## src/rtl/isa_cfg_pkg.sv

```systemverilog
package isa_cfg_pkg;

    localparam int ADDR_W    = 16;
    localparam int DATA_W    = 8;
    localparam int KEY_LEN   = 5;
    localparam int N_BASES   = 8;
    localparam int IDX_W     = $clog2(N_BASES);
    localparam int WIN_BYTES = 16;
    localparam int IRQ_W     = 4;

    localparam logic [ADDR_W-1:0] HEAD_PORT = 16'h0779;
    localparam logic [ADDR_W-1:0] TAIL_PORT = 16'h0379;
    localparam logic [ADDR_W-1:0] PROBE_OFS = 16'd9;
    localparam logic [DATA_W-1:0] BUS_IDLE  = 8'hFF;

    // Matcher progress: value equals the number of key bytes already matched.
    typedef enum logic [2:0] {
        SEQ_IDLE  = 3'd0,
        SEQ_K1    = 3'd1,
        SEQ_K2    = 3'd2,
        SEQ_K3    = 3'd3,
        SEQ_K4    = 3'd4,
        SEQ_ARMED = 3'd5
    } seq_state_t;

    typedef struct packed {
        logic             enable;
        logic [2:0]       irq_code;
        logic             spare;
        logic [IDX_W-1:0] base_idx;
    } cfg_byte_t;

    function automatic logic [DATA_W-1:0] key_byte(input int sel, input int pos);
        logic [DATA_W-1:0] k;
        if (sel == 0) begin
            case (pos)
                0: k = 8'h59;
                1: k = 8'hB9;
                2: k = 8'hC5;
                3: k = 8'hAE;
                default: k = 8'hA6;
            endcase
        end else begin
            case (pos)
                0: k = 8'h0F;
                1: k = 8'h22;
                2: k = 8'hF0;
                3: k = 8'h20;
                default: k = 8'h80;
            endcase
        end
        return k;
    endfunction

    function automatic logic [ADDR_W-1:0] base_addr(input logic [IDX_W-1:0] idx);
        logic [ADDR_W-1:0] b;
        case (idx)
            3'd0: b = 16'h0280;
            3'd1: b = 16'h0290;
            3'd2: b = 16'h0300;
            3'd3: b = 16'h0310;
            3'd4: b = 16'h0330;
            3'd5: b = 16'h0340;
            3'd6: b = 16'h0348;
            default: b = 16'h0350;
        endcase
        return b;
    endfunction

    // Code 2 stands for the cascaded line 9; code 0 means no line.
    function automatic logic [IRQ_W-1:0] irq_line(input logic [2:0] code);
        logic [IRQ_W-1:0] n;
        if (code == 3'd2) n = 4'd9;
        else              n = {1'b0, code};
        return n;
    endfunction

endpackage

```

## src/rtl/ucfg_unlock.sv

```systemverilog
module ucfg_unlock
    import isa_cfg_pkg::*;
#(
    parameter int KEY_SEL = 0
) (
    input  logic              clk,
    input  logic              rst,
    input  logic              wr_stb,
    input  logic [ADDR_W-1:0] addr,
    input  logic [DATA_W-1:0] wdata,
    output logic              cfg_load,
    output seq_state_t        state
);

    logic [DATA_W-1:0] keys [KEY_LEN];

    for (genvar g = 0; g < KEY_LEN; g++) begin : g_key
        assign keys[g] = key_byte(KEY_SEL, g);
    end

    logic       hit_head;
    logic       hit_tail;
    seq_state_t nxt;

    assign hit_head = wr_stb && (addr == HEAD_PORT);
    assign hit_tail = wr_stb && (addr == TAIL_PORT);

    always_comb begin
        nxt = state;
        if (hit_head) begin
            nxt = (wdata == keys[0]) ? SEQ_K1 : SEQ_IDLE;
        end else if (hit_tail) begin
            case (state)
                SEQ_IDLE:  nxt = SEQ_IDLE;
                SEQ_ARMED: nxt = SEQ_IDLE;
                default:   nxt = (wdata == keys[state]) ? seq_state_t'(state + 3'd1)
                                                        : SEQ_IDLE;
            endcase
        end
    end

    always_ff @(posedge clk) begin
        if (rst) state <= SEQ_IDLE;
        else     state <= nxt;
    end

    assign cfg_load = hit_tail && (state == SEQ_ARMED);

endmodule

```

## src/rtl/ucfg_store.sv

```systemverilog
module ucfg_store
    import isa_cfg_pkg::*;
(
    input  logic              clk,
    input  logic              rst,
    input  logic              load,
    input  logic [DATA_W-1:0] wdata,
    output logic              enable,
    output logic [ADDR_W-1:0] base,
    output logic [IRQ_W-1:0]  irq_num
);

    cfg_byte_t cfg_q;

    always_ff @(posedge clk) begin
        if (rst)       cfg_q <= '0;
        else if (load) cfg_q <= cfg_byte_t'(wdata);
    end

    logic unused_spare_bit;
    assign unused_spare_bit = cfg_q.spare;

    assign enable  = cfg_q.enable;
    assign base    = base_addr(cfg_q.base_idx);
    assign irq_num = cfg_q.enable ? irq_line(cfg_q.irq_code) : '0;

endmodule

```

## src/rtl/ucfg_window.sv

```systemverilog
module ucfg_window
    import isa_cfg_pkg::*;
(
    input  logic              clk,
    input  logic              rst,
    input  logic              enable,
    input  logic [ADDR_W-1:0] base,
    input  logic [ADDR_W-1:0] addr,
    input  logic              wr_stb,
    input  logic              rd_stb,
    input  logic [DATA_W-1:0] wdata,
    output logic              cs,
    output logic [DATA_W-1:0] rdata
);

    logic [ADDR_W-1:0] ofs;
    logic              at_probe;
    logic              probe_q;

    // Subtract-and-compare: bases need not be 16-byte aligned.
    assign ofs      = addr - base;
    assign cs       = enable && (ofs < ADDR_W'(WIN_BYTES));
    assign at_probe = cs && (ofs == PROBE_OFS);

    always_ff @(posedge clk) begin
        if (rst)                      probe_q <= 1'b0;
        else if (wr_stb && at_probe)  probe_q <= wdata[DATA_W-1];
    end

    logic unused_wdata_low;
    assign unused_wdata_low = ^wdata[DATA_W-2:0];

    assign rdata = (rd_stb && at_probe) ? {probe_q, {(DATA_W-1){1'b0}}} : BUS_IDLE;

endmodule

```

## src/rtl/isa_magic_cfg.sv

```systemverilog
module isa_magic_cfg
    import isa_cfg_pkg::*;
#(
    parameter int KEY_SEL = 0
) (
    input  logic              clk,
    input  logic              rst,
    input  logic              io_wr,
    input  logic              io_rd,
    input  logic [ADDR_W-1:0] io_addr,
    input  logic [DATA_W-1:0] io_wdata,
    output logic [DATA_W-1:0] io_rdata,
    output logic              win_cs,
    output logic [IRQ_W-1:0]  irq_num,
    output logic              card_en
);

    logic              cfg_load;
    seq_state_t        seq_state;
    logic [ADDR_W-1:0] win_base;

    ucfg_unlock #(.KEY_SEL(KEY_SEL)) u_unlock (
        .clk      (clk),
        .rst      (rst),
        .wr_stb   (io_wr),
        .addr     (io_addr),
        .wdata    (io_wdata),
        .cfg_load (cfg_load),
        .state    (seq_state)
    );

    ucfg_store u_store (
        .clk     (clk),
        .rst     (rst),
        .load    (cfg_load),
        .wdata   (io_wdata),
        .enable  (card_en),
        .base    (win_base),
        .irq_num (irq_num)
    );

    ucfg_window u_window (
        .clk    (clk),
        .rst    (rst),
        .enable (card_en),
        .base   (win_base),
        .addr   (io_addr),
        .wr_stb (io_wr),
        .rd_stb (io_rd),
        .wdata  (io_wdata),
        .cs     (win_cs),
        .rdata  (io_rdata)
    );

endmodule

```

## config.mk

```make
export PLATFORM = sky130hd
export DESIGN_NAME = isa_magic_cfg
export DESIGN_NICKNAME = d
export VERILOG_FILES = /design/src/rtl/isa_cfg_pkg.sv /design/src/rtl/ucfg_unlock.sv /design/src/rtl/ucfg_store.sv /design/src/rtl/ucfg_window.sv /design/src/rtl/isa_magic_cfg.sv
export SDC_FILE = /design/constraint.sdc
export NUM_CORES = 1
export LEC_CHECK = 0
export BUFFER_PORTS_ARGS = -buffer_cell sky130_fd_sc_hd__buf_2
export CORE_ASPECT_RATIO = 0.75
export CORE_MARGIN = 2
export CORE_UTILIZATION = 59
export CTS_CLUSTER_DIAMETER = 100
export CTS_CLUSTER_SIZE = 40
export DETAILED_ROUTE_END_ITERATION = 6
export PLACE_DENSITY_LB_ADDON = 0.15
export SETUP_SLACK_MARGIN = 0.2
export SLEW_MARGIN = 5
export SYNTH_ARGS = -nofsm -noshare
export SYNTH_HDL_FRONTEND = slang
export SYNTH_HIERARCHICAL = 1
export SYNTH_SLANG_ARGS = --single-unit
```

## constraint.sdc

```tcl
create_clock -name clk -period 4.8 [get_ports clk]
set_input_delay 0.24 -clock clk [delete_from_list [all_inputs] [get_ports clk]]
set_output_delay 0.24 -clock clk [all_outputs]
set_load 0.005 [all_outputs]
```

* Word-level counts from Yosys, hierarchy flattened
Memory sizes are Yosys's and may differ from the RTL's.
Index checks and enable logic that the tools add are counted.
** Word-level totals
- Register bits :: 11
- ROM bits :: 64
- Input bits :: 28
- Output and inout bits :: 14
- Logic and storage cells :: 46
- Memories :: 1
** Memory list
- (name not given) :: depth 8, width 8, read ports 1, clocked after Yosys merged registers in 0, wr ports 0, line ucfg_unlock.sv:36 : default: nxt = (wdata == keys[state]) ? seq_state_t'(state + 3'd1)
** Cells by class
- Add/subtract/negate cells :: 2
- $lt $le $gt $ge :: 2
- Equal/unequal tests :: 13
- Multiplexer cells :: 11
- Bitwise logic cells :: 1
- Reductions and logical operators :: 11
** Operators with widths (number)
- case mux 9 bit (7 select lines) :: 1
- 2-to-1 mux 8 bit :: 3
- == test 16 x 10 -> 1 bit (second input constant) :: 1
- == test 16 x 11 -> 1 bit (second input constant) :: 1
- == test 16 x 4 -> 1 bit (second input constant) :: 1
- less-than comparator 16 x 5 -> 1 bit (second input constant) :: 1
- subtractor 16 x 10 -> 16 bit :: 1
- == test 3 bit (second input constant) :: 4
- 2-to-1 mux 3 bit :: 4
- == test 3 x 2 -> 1 bit (second input constant) :: 3
- == test 8 x 7 -> 1 bit (second input constant) :: 1
- == test 8 bit :: 1
- 2-to-1 mux 4 bit :: 2
- logical AND 1 bit :: 7
- zero test 3 bit :: 2
- greater-or-equal comparator 4 bit (second input constant) :: 1
- inverter 3 -> 4 bit :: 1
- adder 3 x 1 -> 3 bit (second input constant) :: 1
- == test 3 x 1 -> 1 bit (second input constant) :: 1
- nonzero test 2 bit :: 1
- OR reduction 2 bit :: 1
- 2-to-1 mux 1 bit :: 1

* Logic depth before layout (Yosys ltp)
Gate-level depths: netlist of run 1.
- Depth in word-level cells :: 9
- Depth in mapped cells :: 13
- Depth with buffers taken out :: 12

* Modules after synthesis
The synthesis of run 1 kept the hierarchy.
** Modules (own cells, without submodules)
- ucfg_window :: times used 1, cells an instance 159, area each 1161.1 um2, sequential area each 20.0 um2
- ucfg_unlock :: times used 1, cells an instance 57, area each 525.5 um2, sequential area each 60.1 um2
- ucfg_store :: times used 1, cells an instance 48, area each 409.1 um2, sequential area each 140.1 um2

* Worst setup path before layout of run 1
Ideal clock, no wire load.
- Kind :: reg2out
- Start :: register u_store/cfg_q[1] (netlist name)
- End :: output port io_rdata[7]
- Data arrival time :: 2707 ps
- Data required time :: 4560 ps
- Slack :: 1853 ps
- Stages on the path, launching flop included :: 13
- Buffers on the path :: 0
- Cells stage by stage :: dfxtp_1 -> nand2b_1 -> xnor2_1 -> inv_1 -> ha_1 -> a21oi_1 -> nand2_1 -> or2_4 -> a221o_1 -> o21a_1 -> a21oi_1 -> nand4_1 -> nand2b_1
** On the way
- Word-level cells in the longest chain between the ends :: 8
- Elaborated cells on any way between the ends :: 15
- Classes of those cells :: add/sub (1); order compare (1); eq/ne (7); mux (2); reduce/logical (4)
** RTL lines
- start: declaration :: line ucfg_store.sv:13 : cfg_byte_t cfg_q;
- start signal: assignment :: line ucfg_store.sv:17 : else if (load) cfg_q <= cfg_byte_t'(wdata);
- == test 3 bit (tied with other cells) :: line isa_cfg_pkg.sv:57 : case (idx)
- case mux 9 bit (7 select lines) (*) :: line isa_cfg_pkg.sv:57
- named net win_base[4] :: line isa_magic_cfg.sv:20 : logic [ADDR_W-1:0] win_base;
- subtractor 16 x 10 -> 16 bit (*) :: line ucfg_window.sv:21 : assign ofs = addr - base;
- less-than comparator 16 x 5 -> 1 bit :: line ucfg_window.sv:22 : assign cs = enable && (ofs < ADDR_W'(WIN_BYTES));
- logical AND 1 bit :: line ucfg_window.sv:22
- logical AND 1 bit (*) :: line ucfg_window.sv:23 : assign at_probe = cs && (ofs == PROBE_OFS);
- logical AND 1 bit (*) :: line ucfg_window.sv:33 : assign rdata = (rd_stb && at_probe) ? {probe_q, {(DATA_W-1){1'b0}}} : BUS_IDLE;
- 2-to-1 mux 8 bit (*) :: line ucfg_window.sv:33
- end: declaration :: line isa_magic_cfg.sv:12 : output logic [DATA_W-1:0] io_rdata,
Mark *: on every way through the listed nets, which the timed path passes. The rest lies on a longest branch.

* Worst setup path in the final report of run 1
Same ends and word-level chain as after synthesis.

==> results.md, run 1 <==
* # setup viols final at 0
* Synth cell types at 68
* PD cells at 146 nW/um2
* Post-layout min period at 3.42 ns
* R2R cell count at 12
* Area grow syn2layout at 7.82%
* Switching Power at around 120 uW
* Starting Density at 62.9%
* Leakage at 0.000965 uW
* Critical Path Sink Type: primary output
* H-tree depth at 1
* Worst Max-Slew Pin Slew at 0.575 ns
* Pint at roughly 210 uW
* 1st-iter DRT viols at 125
* Via density at 5.90
* Synth Register Bits at 11
* Worst reg2reg path endpoint: u_window/probe_q$_SDFFE_PP0P_
* I/O pin cnt at 42
* Wire per inst at 14.5 um
* Final hold viol count at 0
* Setup Skew at 0.00224 ns
* Max-cap viol count at 0
* Slew margin rel. at 61.1%
* Resized Gates After CTS at 0
* Clock Sinks at 11
* Total congestion overflow at 0
* Vias in the first global route at 1697
* Synthesized area at 2100 um2
* Critical path buffers and inverters at 2
* Largest net degree at the start of global routing at 13
* Root Driver: clkbuf_8
* Hold-critical path depth at 3
* Run status: finished, final reports clean
* Cell Chain, Critical Path: nand2b_1 -> nor2_1 -> inv_1 -> ha_1 -> a21oi_1 -> o221ai_1 -> nor4b_1 -> o211a_1 -> o2111ai_1 -> nor3_1 -> nand4_1 -> nand2b_1 -> buf_2
* Ys flop type: dfxtp_1
* TNS Setup at 0 ns
* Sw Ratio at 36.4%
* Async SR Flop Fraction at 0%
* Post-route DRC violation count at 0
* Clock insertion delay at the later pin of the skew report at 0.24 ns
* Clock buffer depth at 2
* Die area at 4050 um2
* Post-DP HPWL at 4020 um
* Final setup margin at approximately 1.4 ns
* Rows at 18
* GP Congestion at 0.850
* Worst-path clk slew at 0.05 ns
* RSZ-0062 raised after global routing: false
* Pre-CTS setup slack at 1.65 ns
* Power, Total at 330 uW
* Post CTS Setup Buffer Count at 0
* R2r setup slk at 1.84 ns
* Routed Antenna Nets at 0
* Avg Cell Area, Syn at ~7.9 um2
* HP Start: io_wdata[6]
* Kind of critical path: reg -> out
* Via count at 1975
* Worst vdd ir at 0.136 mV
* Synth Instances at 264
* Global-route wire length before repair at 7920 um
* Flop pwr share at 27.7%
* Largest delay share family, worst path: simple AND/OR/NAND/NOR gates
* Critical Path Source Type: flip-flop
* Syn. warnings at 6
* Fmax at 292 MHz
* Register area share after synthesis at 10.5%
* Critical Path Fanout Max at 8
* Post-synth EDFFs at 0
* Number of hold buffers added after cts at 0
* Num CTS Buffers at 3
* Final Util at 67.8%
* GRT Resource Usage Total at 24.4%
* DR pass1 iterations at 4
* Worst flop-to-flop path startpoint: u_store/cfg_q[1]$_SDFFE_PP0P_
* Die Y at 55.6 um
* Tcrit/Tclk final at 71.3%
* Share of cells above drive strength 1 at roughly a fifth
* Nets at 347
* ANT cells at 0
* Crit-path slowest cell: ha_1
* Worst Hold Path EP: u_store/cfg_q[6]$_SDFFE_PP0P_
* Max Slew Vio Count at 0
* Total Wirelength at about 5000 um
* Worst Hold Class: in -> reg
* Count of input and output buffers at about 40
* Crit path largest cell delay at 0.38 ns
* Logic pwr share at 43.9%
* Worst EP arrival at 3.18 ns
* Clock power share at 28.5%
* Worst Path Required at 4.56 ns
* CP dominant cell by count: nand2b_1
* Core area at around 3300 um2
* Initial antenna violation count at 0
* Die span in x at 72.8 um
* CTS tree: built
[cells in the mapped netlist (4+ instances only)]
master,count,area share [%]
a21oi_1,11,2.6
nor2b_1,4,1.2
o2111ai_1,5,2.1
inv_1,28,5.0
xor2_1,4,1.7
xnor2_1,7,2.9
a31oi_1,4,1.2
o21a_1,4,1.4
and3_1,4,1.2
dfxtp_1,11,11
buf_4,16,5.7
nand2b_1,11,3.3
ha_1,22,13
o21ai_0,5,1.2
nand2_1,9,1.6
nor4_1,4,1.2
and4b_1,4,1.9
nor3_1,8,1.9
nor2_1,21,3.8
mux2i_1,9,4.3
[registers in the layout (all words and copies together), names as in the netlist]
signal and flops:
u_store/cfg_q 6, u_store/enable 1, u_unlock/state 3, u_window/probe_q 1
[how the worst max path moves through the flow]
stage,endpoint,slack [ns],cells past startpoint,from
floorplan,io_rdata[7],1.85,12,u_store/cfg_q[1]$_SDFFE_PP0P_
detailed placement,io_rdata[7],1.65,13,u_store/cfg_q[1]$_SDFFE_PP0P_
global route,io_rdata[7],1.09,13,u_store/cfg_q[1]$_SDFFE_PP0P_
finish,io_rdata[7],1.38,13,u_store/cfg_q[1]$_SDFFE_PP0P_
global placement,io_rdata[7],1.71,13,u_store/cfg_q[1]$_SDFFE_PP0P_
CTS,io_rdata[7],1.37,13,u_store/cfg_q[1]$_SDFFE_PP0P_
[power by group through the flow]
stage | logic (uW) | registers (uW) | clock network [uW]
after global routing | 161 | 91.3 | 99.7
after global placement | 139 | 93.3 | 0
after detailed placement | 141 | 93.3 | 0
final | 145 | 91.4 | 94.1
after CTS | 142 | 91.4 | 94.4
after floorplan | 111 | 93.3 | 0
[tightest hold or removal path: stages]
cell and delay (ns):
buf_2 0.09, mux2i_1 0.06, nor2_1 0.09
[cells in the final DEF, fill, tap and decap left out, types with 3 or more instances in the layout]
cell | synthesis | routed
nand2b_1 | 11 | 11
xnor2_1 | 7 | 7
and4b_1 | 4 | 4
o21ai_0 | 5 | 5
conb_1 | 2 | 10
a21oi_1 | 11 | 11
nor2b_1 | 4 | 4
a21o_1 | 3 | 3
and3_1 | 4 | 4
dfxtp_1 | 11 | 11
inv_1 | 28 | 28
a221oi_2 | 3 | 3
nor3_1 | 8 | 8
and2_1 | 3 | 3
nor2_1 | 21 | 21
o21a_1 | 4 | 4
mux2i_1 | 9 | 9
ha_1 | 22 | 22
clkbuf_8 | 0 | 3
nor3b_1 | 3 | 3
nor4_1 | 4 | 4
nand2_1 | 9 | 9
buf_2 | 2 | 41
a31oi_1 | 4 | 4
o2111ai_1 | 5 | 5
xor2_1 | 4 | 4
[layer usage]
metal | wire, um | track usage [%]
met5 | 0 | 0
met4 | 13 | 2.38
met3 | 416 | 4.35
met2 | 1990 | 34.0
met1 | 2450 | 39.6
[cells by family after synthesis]
family                   share of synthesized area (%)
XOR/XNOR                                          4.60
other                                            0.358
multiplexers                                      4.30
AND/OR/NAND/NOR                                   25.3
flip-flops                                        10.5
adder cells (fa/ha/maj)                           14.1
AO/OA/AOI/OAI                                     27.8
buffers and inverters                             13.0
[per-stage QoR]
step           hold WS (ns)  instance area (um2)  std cells
2_1_floorplan         0.312                 2130        272
6_report              0.287                 2260        335
3_3_place_gp          0.495                 2210        331
4_1_cts               0.286                 2260        335
5_1_grt               0.308                 2260        335
3_5_place_dp          0.524                 2210        331
[area by class of cell]
class	count	area, um2
multi-input cells	211	1630
well taps	40	50.0
clock inverters	1	5.00
fillers	308	1070
flip-flops and latches	11	220
repair buffers	41	205
clock buffers	3	41.3
inverters	28	105
(Power assumes the default switching activity.)
==> run 2, diff against run 1 <==
--- a/config.mk
+++ b/config.mk
@@ -8,7 +8,7 @@
 export BUFFER_PORTS_ARGS = -buffer_cell sky130_fd_sc_hd__buf_2
 export CORE_ASPECT_RATIO = 0.75
 export CORE_MARGIN = 2
-export CORE_UTILIZATION = 59
+export CORE_UTILIZATION = 51
 export CTS_CLUSTER_DIAMETER = 100
 export CTS_CLUSTER_SIZE = 40
 export DETAILED_ROUTE_END_ITERATION = 6
==> constraint.sdc (replaced) <==
create_clock -name clk -period 3 [get_ports clk]
set_input_delay 0.15 -clock clk [delete_from_list [all_inputs] [get_ports clk]]
set_output_delay 0.15 -clock clk [all_outputs]
set_load 0.005 [all_outputs]
==> results.md, run 2 (synthesized netlist as in run 1, its figures left out) <==
* Post-DP Area at 2320 um2 (+4.7%)
* Critical Path Fanout Max at 8 (unchanged)
* Total congestion overflow at 0 (unchanged)
* Post-route cell area at 2550 um2 (+13%)
* Worst vdd ir at 0.119 mV (-13%)
* Worst Max-Slew Pin Slew at 0.670 ns (+0.0950 ns)
* Routed Antenna Nets at 0 (unchanged)
* Commonest non-fill, non-tap cell in the layout: buf_2
* Crit-path slowest cell: a221o_1
* Met1 Use GR at 34.3% (-5.2 points)
* PD cells at 226 nW/um2 (+54%)
* Critical path buffers and inverters at 3 (+1)
* Slew margin rel. at 54.7% (-6.4 points)
* Die span in x at 78.0 um (+7.1%)
* Via density at 5.61 (-4.9%)
* Met2 usage at 36.8% (+2.8 points)
* Largest net degree at the start of global routing at 13 (unchanged)
* Worst-path clk slew at 0.06 ns (about the same)
* Wire per inst at 14.3 um (-1.5%)
* I/O pin cnt at 42 (unchanged)
* Most flops, register: u_store/cfg_q
* Fmax at 323 MHz
* Final setup margin at -0.0978 ns (-1.47 ns)
* Via count at 2058 (+4.2%)
* Vias in the first global route at 1827 (+7.7%)
* Most used routing layer: met2
* Commonest cells after routing, fill and taps aside: buf_2, inv_1, nor2_1, ha_1, buf_4
* Critical Path Source Type: flip-flop
* RSZ-0062 raised after global routing: true
* Root Driver: clkbuf_8
* Kind of critical path: reg -> out
* Num CTS Buffers at 3 (unchanged)
* Leakage at 0.00109 uW (+13%)
* Global-route wire length before repair at 8470 um (+6.9%)
* Max Slew Vio Count at 0 (unchanged)
* Post-DP HPWL at 4100 um (+2.0%)
* Largest register FFs at 6 (unchanged)
* Clock Sinks at 11 (unchanged)
* DR pass1 iterations at 4 (unchanged)
* Worst hold slack at 0.196 ns (-0.0918 ns)
* Area grow syn2layout at 21.9%
* GRT Resource Usage Total at 23.1% (-1.3 points)
* ANT cells at 0 (unchanged)
* Die area at 4640 um2 (+15%)
* Largest delay share family, worst path: simple AND/OR/NAND/NOR gates
* Nets at 364 (+4.9%)
* Clock insertion delay at the later pin of the skew report at 0.24 ns (about the same)
* Worst Path Required at 2.85 ns (-1.71 ns)
* CTS tree: built
* Rows at 20 (+2)
* GRT met3 Usage at 3.81% (-0.54 points)
* Worst Hold Class: in -> reg
* Tcrit/Tclk final at 103%
* Crit path largest cell delay at 0.38 ns (about the same)
* Setup Skew at 0.00393 ns (+0.00170 ns)
* Max-cap viol count at 0 (unchanged)
* Cell Chain, Critical Path: nand2b_4 -> xnor2_2 -> inv_2 -> ha_4 -> a21oi_2 -> nand2_1 -> or2_4 -> a221o_1 -> xnor2_1 -> and4b_1 -> nand4_1 -> buf_6 -> nand2b_4 -> buf_6
* Die Y at 59.5 um (+7.0%)
* Largest regs: u_store/cfg_q: 6 flops, u_unlock/state: 3 flops
* Number of hold buffers added after cts at 0 (unchanged)
* H-tree depth at 1 (unchanged)
* Run status: finished, violations left
* Failing checks: negative setup slack
* Worst EP arrival at 2.95 ns (-0.23 ns)
* R2r setup slk at 0.12 ns (-1.72 ns)
* Post-route DRC violation count at 0 (unchanged)
* Count of input and output buffers at 41 (unchanged)
* Core area at 4000 um2 (+20%)
* Share of cells above drive strength 1 at 33.0% (+12 points)
* Final hold viol count at 0 (unchanged)
* Post-layout min period at 3.10 ns
* Total Wirelength at 5250 um (+7.9%)
* Starting Density at 52.3% (-11 points)
* Critical Path Sink Type: primary output
* GP Congestion at 0.913 (+7.5%)
* Initial antenna violation count at 0 (unchanged)
* 1st-iter DRT viols at 95 (-24%)
* # setup viols final at 1 (+1)
* Clock buffer depth at 2 (unchanged)
run 2: cell count changes in the layout (fill, tap and decap cells not counted), sizes merged:
cell  delta
buf     +17
run 2: worst paths after layout:
kind	start	endpoint	cells after the start
setup / recovery	u_store/cfg_q[1]$_SDFFE_PP0P_	io_rdata[7]	14
hold / removal	io_wdata[5]	u_store/cfg_q[5]$_SDFFE_PP0P_	3
setup reg to reg	u_store/cfg_q[1]$_SDFFE_PP0P_	u_window/probe_q$_SDFFE_PP0P_	14
hold reg to reg	u_store/cfg_q[5]$_SDFFE_PP0P_	u_store/cfg_q[5]$_SDFFE_PP0P_	2
run 2: through the flow:
step | cells | total power [uW] | worst slack [ns] | TNS, ns | util (%)
2_1_floorplan | 272 | 330 | 0.206 | 0 | -
3_3_place_gp | 356 | 391 | 0.0209 | 0 | 57.9
3_5_place_dp | 356 | 393 | -0.0687 | -0.0687 | 57.9
4_1_cts | 363 | 559 | -0.114 | -0.135 | 61.6
5_1_grt | 367 | 615 | -0.219 | -1.09 | 63.8
6_report | 367 | 577 | -0.0978 | -0.0978 | 63.8
run 2: routing by layer:
layer  vias to the layer above  routed length (um)
met2                        46                2350
li1                       1046                   -
met1                       966                2630
met4                         0                   0
met3                         0                 274
met5                         -                   0
run 2: final cells by class:
cell class	instances	area, um2
fillers	379	1450
multi-input cells	211	1760
flip-flops and latches	11	226
repair buffers	58	343
well taps	55	68.8
inverters	28	105
clock buffers	3	41.3
clock inverters	1	5.00
run 2: what timing repair did:
item,in CTS,in global routing
pin swaps,10,15
buffers inserted,3,4
setup endpoints to repair,10,10
gates resized for setup,14,14
run 2: worst register-to-register path: cells and delay by family, from the launching register on:
| family | cells | cell delay (ns) |
|---|---|---|
| fa+ha+maj | 1 | 0.26 |
| simple gates | 5 | 0.87 |
| xor+xnor | 2 | 0.31 |
| flops | 1 | 0.33 |
| buf+inv | 3 | 0.31 |
| compound gates | 3 | 0.67 |
run 2: power breakdown:
group          total (uW)  leakage, uW  switching [uW]  internal (uW)
registers             145    0.0000904      0.00000157            145
clock network         152    0.0000255            60.1           91.5
logic                 280     0.000970             151            129
total                 577      0.00109             211            366
==> run 3, diff against run 2 <==
--- a/config.mk
+++ b/config.mk
@@ -8,14 +8,13 @@
 export BUFFER_PORTS_ARGS = -buffer_cell sky130_fd_sc_hd__buf_2
 export CORE_ASPECT_RATIO = 0.75
 export CORE_MARGIN = 2
-export CORE_UTILIZATION = 51
+export CORE_UTILIZATION = 47
 export CTS_CLUSTER_DIAMETER = 100
 export CTS_CLUSTER_SIZE = 40
 export DETAILED_ROUTE_END_ITERATION = 6
 export PLACE_DENSITY_LB_ADDON = 0.15
-export SETUP_SLACK_MARGIN = 0.2
+export SETUP_SLACK_MARGIN = 0.4
 export SLEW_MARGIN = 5
 export SYNTH_ARGS = -nofsm -noshare
 export SYNTH_HDL_FRONTEND = slang
-export SYNTH_HIERARCHICAL = 1
 export SYNTH_SLANG_ARGS = --single-unit
==> results.md, run 3 <==
* RSZ-0062 raised after global routing: true
* Synth cell types at 59 (-13%)
* Share of cells above drive strength 1 at 39.5% (+6.4 points)
* Tcrit/Tclk final at 102% (-0.90 points)
* Max-cap viol count at 0 (unchanged)
* Post-route cell area at 1960 um2 (-23%)
* I/O pin cnt at 42 (unchanged)
* Async SR Flop Fraction at 0% (unchanged)
* Most frequent cell after synthesis: nor2_1
* Fmax at 326 MHz (+0.88%)
* Ranking of synthesized cells by area: dfxtp_1, ha_1, nor2_1, mux2i_1, inv_1
* Syn_nets at 221
* Pre-CTS setup slack at 0.0940 ns (+0.163 ns)
* Total congestion overflow at 0 (unchanged)
* Starting Density at 48.7% (-3.6 points)
* Register area share after synthesis at 15.5% (+5.0 points)
* Critical Path Fanout Max at 7 (-1)
* Post-route DRC violation count at 0 (unchanged)
* Filler cells at 249 (-34%)
* CTS tree: built
* Area grow syn2layout at 38.1%
* Leakage at 0.000791 uW (-27%)
* Slew margin rel. at 60.4% (+5.7 points)
* Critical Path Source Type: flip-flop
* Final hold viol count at 0 (unchanged)
* Routed Antenna Nets at 0 (unchanged)
* Run status: finished, violations left
* ANT cells at 0 (unchanged)
* Post-layout min period at 3.07 ns (-0.0269 ns)
* GRT Resource Usage Total at 23.7% (+0.58 points)
* Share of the synthesized area in the top cell type at 15.5% (+2.4 points)
* Post-synth EDFFs at 0 (unchanged)
* Via density at 5.67 (+1.2%)
* Global-route wire length before repair at 6290 um (-26%)
* Worst EP arrival at 2.92 ns (-0.03 ns)
* 1st-iter DRT viols at 84 (-12%)
* DR pass1 iterations at 4 (unchanged)
* Count of input and output buffers at 41 (unchanged)
* Worst Max-Slew Pin Slew at 0.587 ns (-0.0839 ns)
* Initial antenna violation count at 0 (unchanged)
* Kind of critical path: reg -> out
* # setup viols final at 7 (+6)
* Footprint of the multi-input gates at 1260 um2 (-29%)
* Worst-path clk slew at 0.05 ns (about the same)
* Post-synth top cells: nor2_1, ha_1, inv_1, dfxtp_1, mux2i_1
* Ys flop type: dfxtp_1
* Setup Skew at 0.0105 ns (+0.00656 ns)
* Root Driver: clkbuf_8
* Most flops, register: u_store.cfg_q
* Wire per inst at 14.5 um (+1.6%)
* Syn. warnings at 0 (-6)
* Commonest cells after routing, fill and taps aside: buf_2, nor2_1, inv_1, ha_1, buf_4
* Clock insertion delay at the later pin of the skew report at 0.25 ns (about the same)
* Nets at 267 (-27%)
* Avg Cell Area, Syn at 7.98 um2 (+0.50%)
* Synthesized area at 1420 um2 (-32%)
* Commonest non-fill, non-tap cell in the layout: buf_2
* Die area at 3480 um2 (-25%)
* GP Congestion at 0.942 (+3.1%)
* Largest net degree at the start of global routing at 13 (unchanged)
* PD cells at 220 nW/um2 (-2.8%)
* Worst Path Required at 2.85 ns (about the same)
* Worst Hold Class: in -> reg
* H-tree depth at 1 (unchanged)
* Die span in x at 67.5 um (-14%)
* Num CTS Buffers at 3 (unchanged)
* Register Area at 224 um2 (-1.1%)
* R2r setup slk at 0.16 ns (+0.04 ns)
* Max Slew Vio Count at 0 (unchanged)
* Post-DP HPWL at 2920 um (-29%)
* TNS Setup at -0.490 ns (-0.392 ns)
* Worst vdd ir at 0.253 mV (+110%)
* Post-DP Area at 1680 um2 (-28%)
* Clock buffer depth at 2 (unchanged)
* Die Y at 51.6 um (-13%)
* Clock Sinks at 11 (unchanged)
* Largest regs: u_store.cfg_q: 6 flops, u_unlock.state: 3 flops
* Vias in the first global route at 1371 (-25%)
* Final Util at 67.3% (+3.5 points)
* Critical Path Sink Type: primary output
* Post-synth top area cell: dfxtp_1
* Synth Register Bits at 11 (unchanged)
* Synth Instances at 178 (-33%)
* Failing checks: negative setup slack
* Total Wirelength at 3800 um (-28%)
* Final setup margin at -0.0709 ns (+0.0269 ns)
* Via count at 1481 (-28%)
* Largest register FFs at 6 (unchanged)
* Core area at 2910 um2 (-27%)
* Rows at 17 (-15%)
-- run 3: metal layers --
| metal | vias to the layer above | wire length, um | part of all wire, % | track usage [%] |
|---|---|---|---|---|
| met5 | - | 0 | 0 | 0 |
| met4 | 0 | 40 | 1.1 | 4.76 |
| met3 | 8 | 183 | 4.8 | 5.63 |
| met2 | 44 | 1670 | 44 | 36.6 |
| met1 | 687 | 1900 | 50 | 33.4 |
| li1 | 742 | - | - | - |
-- run 3: cells by family (layout without fill, tap and decap cells) --
group | count (synthesis) | count (layout) | synth area share, %
AO/OA/AOI/OAI | 37 | 37 | 20.4
multiplexers | 9 | 9 | 6.43
buffers and inverters | 24 | 69 | 8.02
AND/OR/NAND/NOR | 76 | 76 | 32.2
flip-flops | 11 | 11 | 15.5
XOR/XNOR | 6 | 6 | 3.70
adder cells (fa/ha/maj) | 15 | 15 | 13.7
-- run 3: timing repair --
item,in CTS,in global routing
pin swaps,12,10
endpoints found under the setup margin,10,11
buffers inserted,6,3
resized for setup,19,8
hold endpoints to repair,0,0
hold buffers,0,0
-- run 3: final cells by class --
| cell class | instances | share of cell area [%] |
|---|---|---|
| Inverter | 14 | 2.81 |
| Sequential cell | 11 | 11.4 |
| Multi-Input combinational cell | 143 | 64.2 |
| Timing Repair Buffer | 51 | 16.8 |
| Clock buffer | 4 | 2.30 |
| Tap cell | 38 | 2.43 |
-- run 3: per-stage QoR --
| step | instances | hold WS, ns | total power, uW |
|---|---|---|---|
| 2_1_floorplan | 178 | 0.223 | 216 |
| 3_3_place_gp | 248 | 0.443 | 254 |
| 3_5_place_dp | 248 | 0.444 | 256 |
| 4_1_cts | 258 | 0.203 | 418 |
| 5_1_grt | 261 | 0.225 | 454 |
| 6_report | 261 | 0.199 | 430 |
-- run 3: critical path, stage by stage (launching register included) --
cell and delay (ns):
dfxtp_2 0.34, and3b_1 0.22, ha_4 0.18, fa_2 0.33
or2b_1 0.27, buf_4 0.16, a2111oi_4 0.27, buf_4 0.18
o2111ai_4 0.14, nor3_4 0.26, nand3_4 0.16, buf_6 0.16
-- run 3: where the power goes --
| group | switching [uW] | internal, uW | total (uW) |
|---|---|---|---|
| Sequential | 0.000654 | 146 | 146 |
| Combinational | 71.1 | 61.4 | 133 |
| Clock | 58.1 | 93.4 | 151 |
-- run 3: path summary, 6_finish.rpt --
kind,startpoint,endpoint,cells past startpoint
min,io_wdata[4],u_store.cfg_q[4]$_SDFFE_PP0P_,3
min reg2reg,u_window.probe_q$_SDFFE_PP0P_,u_window.probe_q$_SDFFE_PP0P_,2
max reg2reg,u_store.cfg_q[2]$_SDFFE_PP0P_,u_window.probe_q$_SDFFE_PP0P_,10
max,u_store.cfg_q[2]$_SDFFE_PP0P_,io_rdata[3],11
